**src/rtl/lea_pkg.sv**
```systemverilog
package lea_pkg;
    localparam int CNT_W_DEF  = 16;
    localparam int N_CNT_DEF  = 4;
    localparam int N_STAT_DEF = 6;
    localparam int MASK_W_DEF = 8;
    localparam int DATA_W_DEF = 32;

    function automatic int addr_width(input int n_cnt);
        return $clog2(n_cnt + 3);
    endfunction
endpackage

```
**src/rtl/lea_evt_counter.sv**
```systemverilog
module lea_evt_counter #(
    parameter int CNT_W = 16
) (
    input  logic             clk,
    input  logic             rst_n,
    input  logic             evt,
    input  logic             clr,
    input  logic [CNT_W-1:0] thresh,
    output logic [CNT_W-1:0] count,
    output logic             attn
);
    localparam logic [CNT_W-1:0] CNT_MAX = '1;

    typedef struct packed {
        logic [CNT_W-1:0] cnt;
        logic             attn;
    } ctr_t;

    ctr_t st_d, st_q;
    logic hit;

    always_comb begin
        st_d = st_q;
        if (clr) begin
            st_d.cnt = evt ? CNT_W'(1) : '0;
        end else if (evt && (st_q.cnt != CNT_MAX)) begin
            st_d.cnt = st_q.cnt + CNT_W'(1);
        end
        hit = (thresh != '0) && (st_d.cnt >= thresh);
        if (clr) begin
            st_d.attn = 1'b0;
        end else begin
            st_d.attn = st_q.attn | hit;
        end
    end

    always_ff @(posedge clk) begin
        if (!rst_n) begin
            st_q <= '0;
        end else begin
            st_q <= st_d;
        end
    end

    assign count = st_q.cnt;
    assign attn  = st_q.attn;
endmodule

```
**src/rtl/lea_status_flags.sv**
```systemverilog
module lea_status_flags #(
    parameter int N_STAT = 6
) (
    input  logic              clk,
    input  logic              rst_n,
    input  logic [N_STAT-1:0] set,
    input  logic              clr,
    output logic [N_STAT-1:0] flags,
    output logic              any
);
    typedef struct packed {
        logic [N_STAT-1:0] flags;
    } stat_t;

    stat_t st_d, st_q;

    always_comb begin
        st_d = st_q;
        if (clr) begin
            st_d.flags = set;
        end else begin
            st_d.flags = st_q.flags | set;
        end
    end

    always_ff @(posedge clk) begin
        if (!rst_n) begin
            st_q <= '0;
        end else begin
            st_q <= st_d;
        end
    end

    assign flags = st_q.flags;
    assign any   = |st_q.flags;
endmodule

```
**src/rtl/lea_reg_decode.sv**
```systemverilog
module lea_reg_decode #(
    parameter int N_CNT  = 4,
    parameter int CNT_W  = 16,
    parameter int N_STAT = 6,
    parameter int MASK_W = 8,
    parameter int ADDR_W = 3,
    parameter int DATA_W = 32
) (
    input  logic                   reg_rd,
    input  logic                   reg_wr,
    input  logic [ADDR_W-1:0]      reg_addr,
    input  logic [N_CNT*CNT_W-1:0] cnt_flat,
    input  logic [N_STAT-1:0]      flags,
    input  logic [N_CNT:0]         attn_vec,
    input  logic [MASK_W-1:0]      mask,
    output logic [N_CNT-1:0]       cnt_clr,
    output logic                   stat_clr,
    output logic                   mask_we,
    output logic [DATA_W-1:0]      rdata
);
    localparam int STAT_ADDR = N_CNT;
    localparam int ATTN_ADDR = N_CNT + 1;
    localparam int MASK_ADDR = N_CNT + 2;

    int addr_i;

    always_comb begin
        addr_i   = int'(reg_addr);
        rdata    = '0;
        cnt_clr  = '0;
        stat_clr = reg_rd && (addr_i == STAT_ADDR);
        mask_we  = reg_wr && (addr_i == MASK_ADDR);
        for (int i = 0; i < N_CNT; i++) begin
            if (addr_i == i) begin
                rdata      = DATA_W'(cnt_flat[i*CNT_W +: CNT_W]);
                cnt_clr[i] = reg_rd;
            end
        end
        if (addr_i == STAT_ADDR) rdata = DATA_W'(flags);
        if (addr_i == ATTN_ADDR) rdata = DATA_W'(attn_vec);
        if (addr_i == MASK_ADDR) rdata = DATA_W'(mask);
    end
endmodule

```
**src/rtl/link_attn_agg.sv**
```systemverilog
module link_attn_agg #(
    parameter int CNT_W  = lea_pkg::CNT_W_DEF,
    parameter int N_CNT  = lea_pkg::N_CNT_DEF,
    parameter int N_STAT = lea_pkg::N_STAT_DEF,
    parameter int MASK_W = lea_pkg::MASK_W_DEF,
    parameter int DATA_W = lea_pkg::DATA_W_DEF,
    parameter int ADDR_W = lea_pkg::addr_width(N_CNT)
) (
    input  logic                   clk,
    input  logic                   rst_n,
    input  logic [N_CNT-1:0]       evt_strobe,
    input  logic [N_STAT-1:0]      status_set,
    input  logic [N_CNT*CNT_W-1:0] attn_thresh,
    input  logic                   reg_rd,
    input  logic                   reg_wr,
    input  logic [ADDR_W-1:0]      reg_addr,
    input  logic [MASK_W-1:0]      reg_wdata,
    output logic [DATA_W-1:0]      reg_rdata,
    output logic                   attn_out
);
    localparam int ATTN_W = N_CNT + 1;

    typedef struct packed {
        logic [MASK_W-1:0] mask;
        logic              out;
    } top_t;

    top_t st_d, st_q;

    logic [N_CNT*CNT_W-1:0] cnt_flat;
    logic [N_CNT-1:0]       cnt_attn;
    logic [N_CNT-1:0]       cnt_clr;
    logic [N_STAT-1:0]      stat_flags;
    logic                   stat_any;
    logic                   stat_clr;
    logic                   mask_we;
    logic [ATTN_W-1:0]      attn_vec;
    logic [MASK_W-1:0]      mask_q;

    for (genvar g = 0; g < N_CNT; g++) begin : g_ctr
        lea_evt_counter #(.CNT_W(CNT_W)) u_ctr (
            .clk    (clk),
            .rst_n  (rst_n),
            .evt    (evt_strobe[g]),
            .clr    (cnt_clr[g]),
            .thresh (attn_thresh[g*CNT_W +: CNT_W]),
            .count  (cnt_flat[g*CNT_W +: CNT_W]),
            .attn   (cnt_attn[g])
        );
    end

    lea_status_flags #(.N_STAT(N_STAT)) u_stat (
        .clk   (clk),
        .rst_n (rst_n),
        .set   (status_set),
        .clr   (stat_clr),
        .flags (stat_flags),
        .any   (stat_any)
    );

    assign attn_vec = {stat_any, cnt_attn};
    assign mask_q   = st_q.mask;

    lea_reg_decode #(
        .N_CNT  (N_CNT),
        .CNT_W  (CNT_W),
        .N_STAT (N_STAT),
        .MASK_W (MASK_W),
        .ADDR_W (ADDR_W),
        .DATA_W (DATA_W)
    ) u_dec (
        .reg_rd   (reg_rd),
        .reg_wr   (reg_wr),
        .reg_addr (reg_addr),
        .cnt_flat (cnt_flat),
        .flags    (stat_flags),
        .attn_vec (attn_vec),
        .mask     (st_q.mask),
        .cnt_clr  (cnt_clr),
        .stat_clr (stat_clr),
        .mask_we  (mask_we),
        .rdata    (reg_rdata)
    );

    always_comb begin
        st_d = st_q;
        if (mask_we) begin
            st_d.mask = reg_wdata;
        end
        st_d.out = |(attn_vec & st_q.mask[ATTN_W-1:0]);
    end

    always_ff @(posedge clk) begin
        if (!rst_n) begin
            st_q <= '0;
        end else begin
            st_q <= st_d;
        end
    end

    assign attn_out = st_q.out;
endmodule

```
**config.mk**
```make
export PLATFORM = sky130hd
export DESIGN_NAME = link_attn_agg
export DESIGN_NICKNAME = d
export VERILOG_FILES = /design/src/rtl/lea_pkg.sv /design/src/rtl/lea_evt_counter.sv /design/src/rtl/lea_status_flags.sv /design/src/rtl/lea_reg_decode.sv /design/src/rtl/link_attn_agg.sv
export SDC_FILE = /design/constraint.sdc
export NUM_CORES = 1
export LEC_CHECK = 0
export BUFFER_PORTS_ARGS = -buffer_cell sky130_fd_sc_hd__clkbuf_2
export CAP_MARGIN = 40
export CORE_MARGIN = 2
export CORE_UTILIZATION = 57
export DETAILED_ROUTE_END_ITERATION = 12
export PLACE_DENSITY = 0.82
export SYNTH_ARGS = -nofsm -noshare
export SYNTH_HDL_FRONTEND = slang
export SYNTH_SLANG_ARGS = --single-unit
```
**constraint.sdc**
```tcl
create_clock -name clk -period 3.45 [get_ports clk]
set_input_delay 0.1725 -clock clk [delete_from_list [all_inputs] [get_ports clk]]
set_output_delay 0.1725 -clock clk [all_outputs]
set_load 0.005 [all_outputs]
```
Word-level counts from Yosys, hierarchy flattened
Index checks and enable logic that the tools add are counted.

Register bits: 83. Bits of input ports: 89. Logic and storage cells: 81.

Mux-type cells: 24. Order comparisons: 4. Add/subtract/negate cells: 4. Equal/unequal tests: 10. Bitwise gates (word level): 7. Reduce and logical (&&, ||, !) cells: 21.

Operators with widths (count): 16-bit two-way mux (15); 16-bit by 1-bit adder with 16-bit output (second input constant) (4); 16-bit >= comparator (4); 16-bit != test (second input constant) (4); 16-bit nonzero test (4); 3-bit equality test (second input constant) (4); 1-bit logical AND (10); 1-bit two-way mux (8); 2-bit OR reduction (4); 3-bit by 2-bit equality test with 1-bit output (second input constant) (2); 6-bit two-way mux (1); 6-bit OR (1); 6-bit OR reduction (1); 5-bit bitwise AND (1); 5-bit OR reduction (1); 1-bit OR (4); 3-bit zero test (1); 1-bit inverter (1).

Depth between registers and ports, before layout
Depth in word-level cells: 8. Depth in mapped cells: 13. Depth with buffers taken out: 12.

By module
Synthesis repeated with hierarchy kept, for this count alone.

Cells, all modules: 888. Area total of the unflattened synthesis: 6924.1 µm².

Modules (own cells, without submodules): lea_evt_counter at g_ctr[1].u_ctr ... (cells an instance 179, area an instance 1323.8 µm², sequential area each 340.3 µm², times used 2); lea_evt_counter at g_ctr[3].u_ctr (cells an instance 185, area an instance 1391.3 µm², sequential area each 340.3 µm², times used 1); lea_evt_counter at g_ctr[0].u_ctr (cells an instance 179, area an instance 1347.5 µm², sequential area each 340.3 µm², times used 1); lea_reg_decode (cells an instance 116, area an instance 974.7 µm², sequential area each 0.0 µm², times used 1); link_attn_agg (cells an instance 29, area an instance 346.6 µm², sequential area each 180.2 µm², times used 1); lea_status_flags (cells an instance 21, area an instance 216.5 µm², sequential area each 120.1 µm², times used 1).

Worst setup path before layout
Ideal clock, no wire load.

Kind: register to register. Start point: reg g_ctr[1].u_ctr.st_q (netlist bit g_ctr[1].u_ctr.count[0]). End point: reg g_ctr[1].u_ctr.st_q (netlist bit g_ctr[1].u_ctr.attn). Cell stages (with the launch flop): 13. Period minus slack after synthesis: 2.699 ns. Setup time: 0.120 ns. Path buffers: 1. Slack: 0.751 ns. Arrival time: 2.580 ns. Cell sequence: dfxtp_1 > ha_1 > nand4_1 > or4_4 > buf_6 > mux2_4 > o22ai_2 > ha_1 > nand2b_1 > a21o_1 > nand3_1 > a21oi_1 > o31a_1.

Word-level cells in the longest chain between the ends: 7. Elaborated cells between the ends (all ways): 8.

RTL lines: start, declared (RTL line lea_evt_counter.sv:19) `ctr_t st_d, st_q;`; start signal, assigned (RTL line lea_evt_counter.sv:41) `st_q <= st_d;`; branches (longest 2 deep; another with 16-bit by 1-bit adder with 16-bit output); 16-bit two-way mux * (RTL line lea_evt_counter.sv:26) `end else if (evt && (st_q.cnt != CNT_MAX)) begin`; 16-bit two-way mux * (RTL line lea_evt_counter.sv:24) `if (clr) begin`; 16-bit >= comparator * (RTL line lea_evt_counter.sv:29) `hit = (thresh != '0) && (st_d.cnt >= thresh);`; 1-bit logical AND * (RTL line lea_evt_counter.sv:29); 1-bit OR * (RTL line lea_evt_counter.sv:33) `st_d.attn = st_q.attn | hit;`.

Every way passes the cells marked *. A chain may end at the register's enable or synchronous reset.

==> flow_summary.ini <==
[synth]
synthCells = 860
ys.flop_type = dfxtp_1
synth-seq-cells = 83
synth-edff-count = 0
yosysWarnings = 0
yosys.cell_types.count = 59
synthesis.area_sq_um = 6600
avgSynthCellArea_sq_um = 7.68
ys_seq_area_share_pct = 25.2
synthArstFlopShare_pct = 0

[critical_path]
r2r-end = g_ctr[0].u_ctr.attn
path_max_fanout = 11
crit_slowest_cell = a2111oi_0
arrival_ps = 3250
worstSetupEndpoint = g_ctr[0].u_ctr.attn
cp-startpoint = g_ctr[0].u_ctr.count[5]
crit_family = compound AO/OA/AOI/OAI gates
path_common_cell = nand4_1
crit_buf_inv = 0
worst_setup_path_end_kind = register
timing.critical_path.required_ps = 3680
crit_path_start_kind = register
cp.depth = 10
r2r_setup_slack_ps = 430
r2r_start = g_ctr[0].u_ctr.count[5]
slowest_delay_ps = 460
rr_worst_depth = 10
worstSetupPathType = register to register
crit_path_cell_trace = and4_1 -> nand4_1 -> o211ai_1 -> xor2_1 -> nor2_1 -> ha_1 -> a2111oi_0 -> o21ai_0 -> nand4_1 -> a31oi_1

[cells_and_area]
n_antenna_cell = 0
fin_nets = 1111
synthToLayoutAreaGrowth_pct = 12.9
drive_above_1_share_pct = 15.7
fill_cells = 992

[timing]
slew_viol_final = 0
fin_crit_ps = 3020
timing.hold.ws_ps = 31.2
grt_setup_unrepaired = no
max_freq_mhz = 331
relSlewSlack_pct = 61.2
finalSetupViolCount = 0
skew_ps = 7.09
final_hold_viol_count = 0
tns_ps = 0
timing.final.crit_share_pct = 87.6
tightest_slew_ps = 580

[die]
die_h_um = 112
num_io_pins = 122
start_util_pct = 58.1
dieArea_sq_um = 12500
num_rows = 39
coreArea_sq_um = 11400
die_x_um = 112

[power_and_ir_drop]
p_seq_share_pct = 45.5
p_switching_mw = 0.594
p_leak_nw = 3.46
power_density_nw_per_um2 = 293
p_sw_share_pct = 27.2
comb_power_share_pct = 13.5
power_frac_clock_pct = 41.0
intPower_mw = 1.59
vdd_drop_max_mv = 0.230

[clock_tree]
cts-root-buf = clkbuf_16
htree_levels = 3
cts.clk_slew.worst_paths_ps = 70
numCtsBuffers = 9
cts_hold_buf = 0
cts_setup_buffers = 0
cts.sinks = 83
cts_buffer_depth = 2
cts_resized = 0
clk_latency_ps = 350
cts_tree = yes

[detailed_routing]
met1Wirelength_mm = 7.74
vias = 6501
wl_met3_mm = 1.30
wl_per_cell_um = 15.7
drc = 0
routed_via_density = 5.90
topRoutingLayerUsed = met4
wirelength_mm = 17.3
drtIter0Drc = 464
met2_length_mm = 7.98
antenna_left = 0
first_pass_iters = 5

[global_route]
grt_max_degree = 30
overflow = 0
antenna_found_initial = 0
grt_usage_pct = 27.7
grt_pass1_vias = 6039
grt_pass1_wl_mm = 28.5

[run_status]
status = finished clean

[hold_path]
hold_class = input port to register

[placement]
portBuffers = 105
gp_congestion = 0.909
dp_hpwl_mm = 13.6

[run]
drv_cap = 0
-- cells by family (layout without fill, tap and decap cells) --
kind of cell,after synthesis,after routing,synth area share (%)
AOI/OAI and AO/OA,145,145,14.3
xor gates and xnor gates,46,46,6.10
muxes,29,29,6.44
buffers and inverters,117,201,7.77
adders and majority gates,68,68,12.9
DFF,83,83,25.2
and+or+nand+nor,371,371,27.3
other,1,16,0.0568
-- cell type report --
cell class	count	area, sq um	share of cell area, %
Tap cell	143	179	2.40
Clock buffer	10	229	3.07
Sequential cell	83	1660	22.3
Inverter	71	267	3.57
Timing Repair Buffer	114	593	7.95
Multi-Input combinational cell	675	4480	60.1
Clock inverter	6	42.5	0.571
-- stage by stage --
step / cell area [sq um] / util, % / cells / power, mW / worst slack, ps
finish: 7460 / 65.6 / 1102 / 2.18 / 426
global route: 7460 / 65.6 / 1102 / 2.27 / 160
global placement: 7180 / 63.2 / 1086 / 1.30 / 635
CTS: 7460 / 65.6 / 1102 / 2.18 / 486
floorplan: 6660 / - / 875 / 1.20 / 751
detailed placement: 7180 / 63.2 / 1086 / 1.30 / 512
-- worst min-delay path, cell delays in order --
cell      delay (ps)
clkbuf_2          70
a21oi_1           30
nor2_1            70
-- power by group through the flow --
| stage | registers, mW | clock network, mW | logic [mW] |
|---|---|---|---|
| after floorplan | 1.01 | 0 | 0.192 |
| after global placement | 1.01 | 0 | 0.286 |
| after detailed placement | 1.01 | 0 | 0.291 |
| after CTS | 0.992 | 0.896 | 0.293 |
| after global routing | 0.994 | 0.937 | 0.335 |
| final | 0.993 | 0.894 | 0.295 |
-- metal layers --
metal	global-route usage, %	up-vias
li1	-	3227
met1	37.3	2938
met2	46.6	309
met3	4.35	27
met4	7.24	0
met5	0	-
-- cell usage after synthesis (3+ instances only) --
master     number  area share [%]
nor2_1        157             8.9
dfxtp_1        83              25
inv_1          70             4.0
ha_1           68              13
nand2_1        61             3.5
a21oi_1        42             3.2
o21ai_0        31             2.3
nand4_1        26             2.5
nand3_1        25             1.9
xor2_1         25             3.3
clkbuf_1       22             1.3
xnor2_1        21             2.8
nor4_1         19             1.8
and4_1         16             2.1
buf_4          16             1.8
nor2b_1        14             1.3
nor3_1         13            0.99
and3_1         12             1.1
mux2i_1        11             1.7
nand2b_1        9            0.85
a211oi_1        8            0.91
mux2_2          8             1.4
o211ai_1        8            0.91
a22oi_1         7            0.80
a31oi_1         7            0.66
mux4_2          7             2.4
o2111ai_1       5            0.66
a2111oi_0       4            0.53
a21o_1          4            0.45
a221o_1         4            0.61
a221oi_1        4            0.53
a22o_1          4            0.53
and2_1          4            0.38
buf_2           4            0.30
a41o_1          3            0.45
nor4b_1         3            0.40
o22ai_1         3            0.28
o31a_1          3            0.40
or3_1           3            0.28
or4_1           3            0.34
-- worst min-delay path by stage --
stage                                 end  cells past startpoint     startpoint  slack (ps)
after CTS                 u_stat.flags[2]                      3  status_set[2]          30
final                     u_stat.flags[2]                      3  status_set[2]          30
after global placement    u_stat.flags[0]                      3  status_set[0]         380
after floorplan           u_stat.flags[0]                      2  status_set[0]         290
after global routing      u_stat.flags[3]                      3  status_set[3]          50
after detailed placement  u_stat.flags[2]                      3  status_set[2]         380
-- flip-flops by register name (all words and copies together) (netlist names) --
name,count
g_ctr.u_ctr.count,64
attn_out,1
u_stat.flags,6
g_ctr.u_ctr.attn,4
mask_q,8
-- layout by cell type (no fill, tap or decap), types with 14 or more instances in the layout --
| cell type | n |
|---|---|
| and4_1 | 16 |
| inv_1 | 70 |
| nor2b_1 | 14 |
| conb_1 | 16 |
| dfxtp_1 | 83 |
| nor4_1 | 19 |
| nor2_1 | 157 |
| nand2_1 | 61 |
| o21ai_0 | 31 |
| nand3_1 | 25 |
| clkbuf_2 | 105 |
| xor2_1 | 25 |
| ha_1 | 68 |
| nand4_1 | 26 |
| a21oi_1 | 42 |
| xnor2_1 | 21 |
No activity file was read; power rests on OpenSTA's default activity.
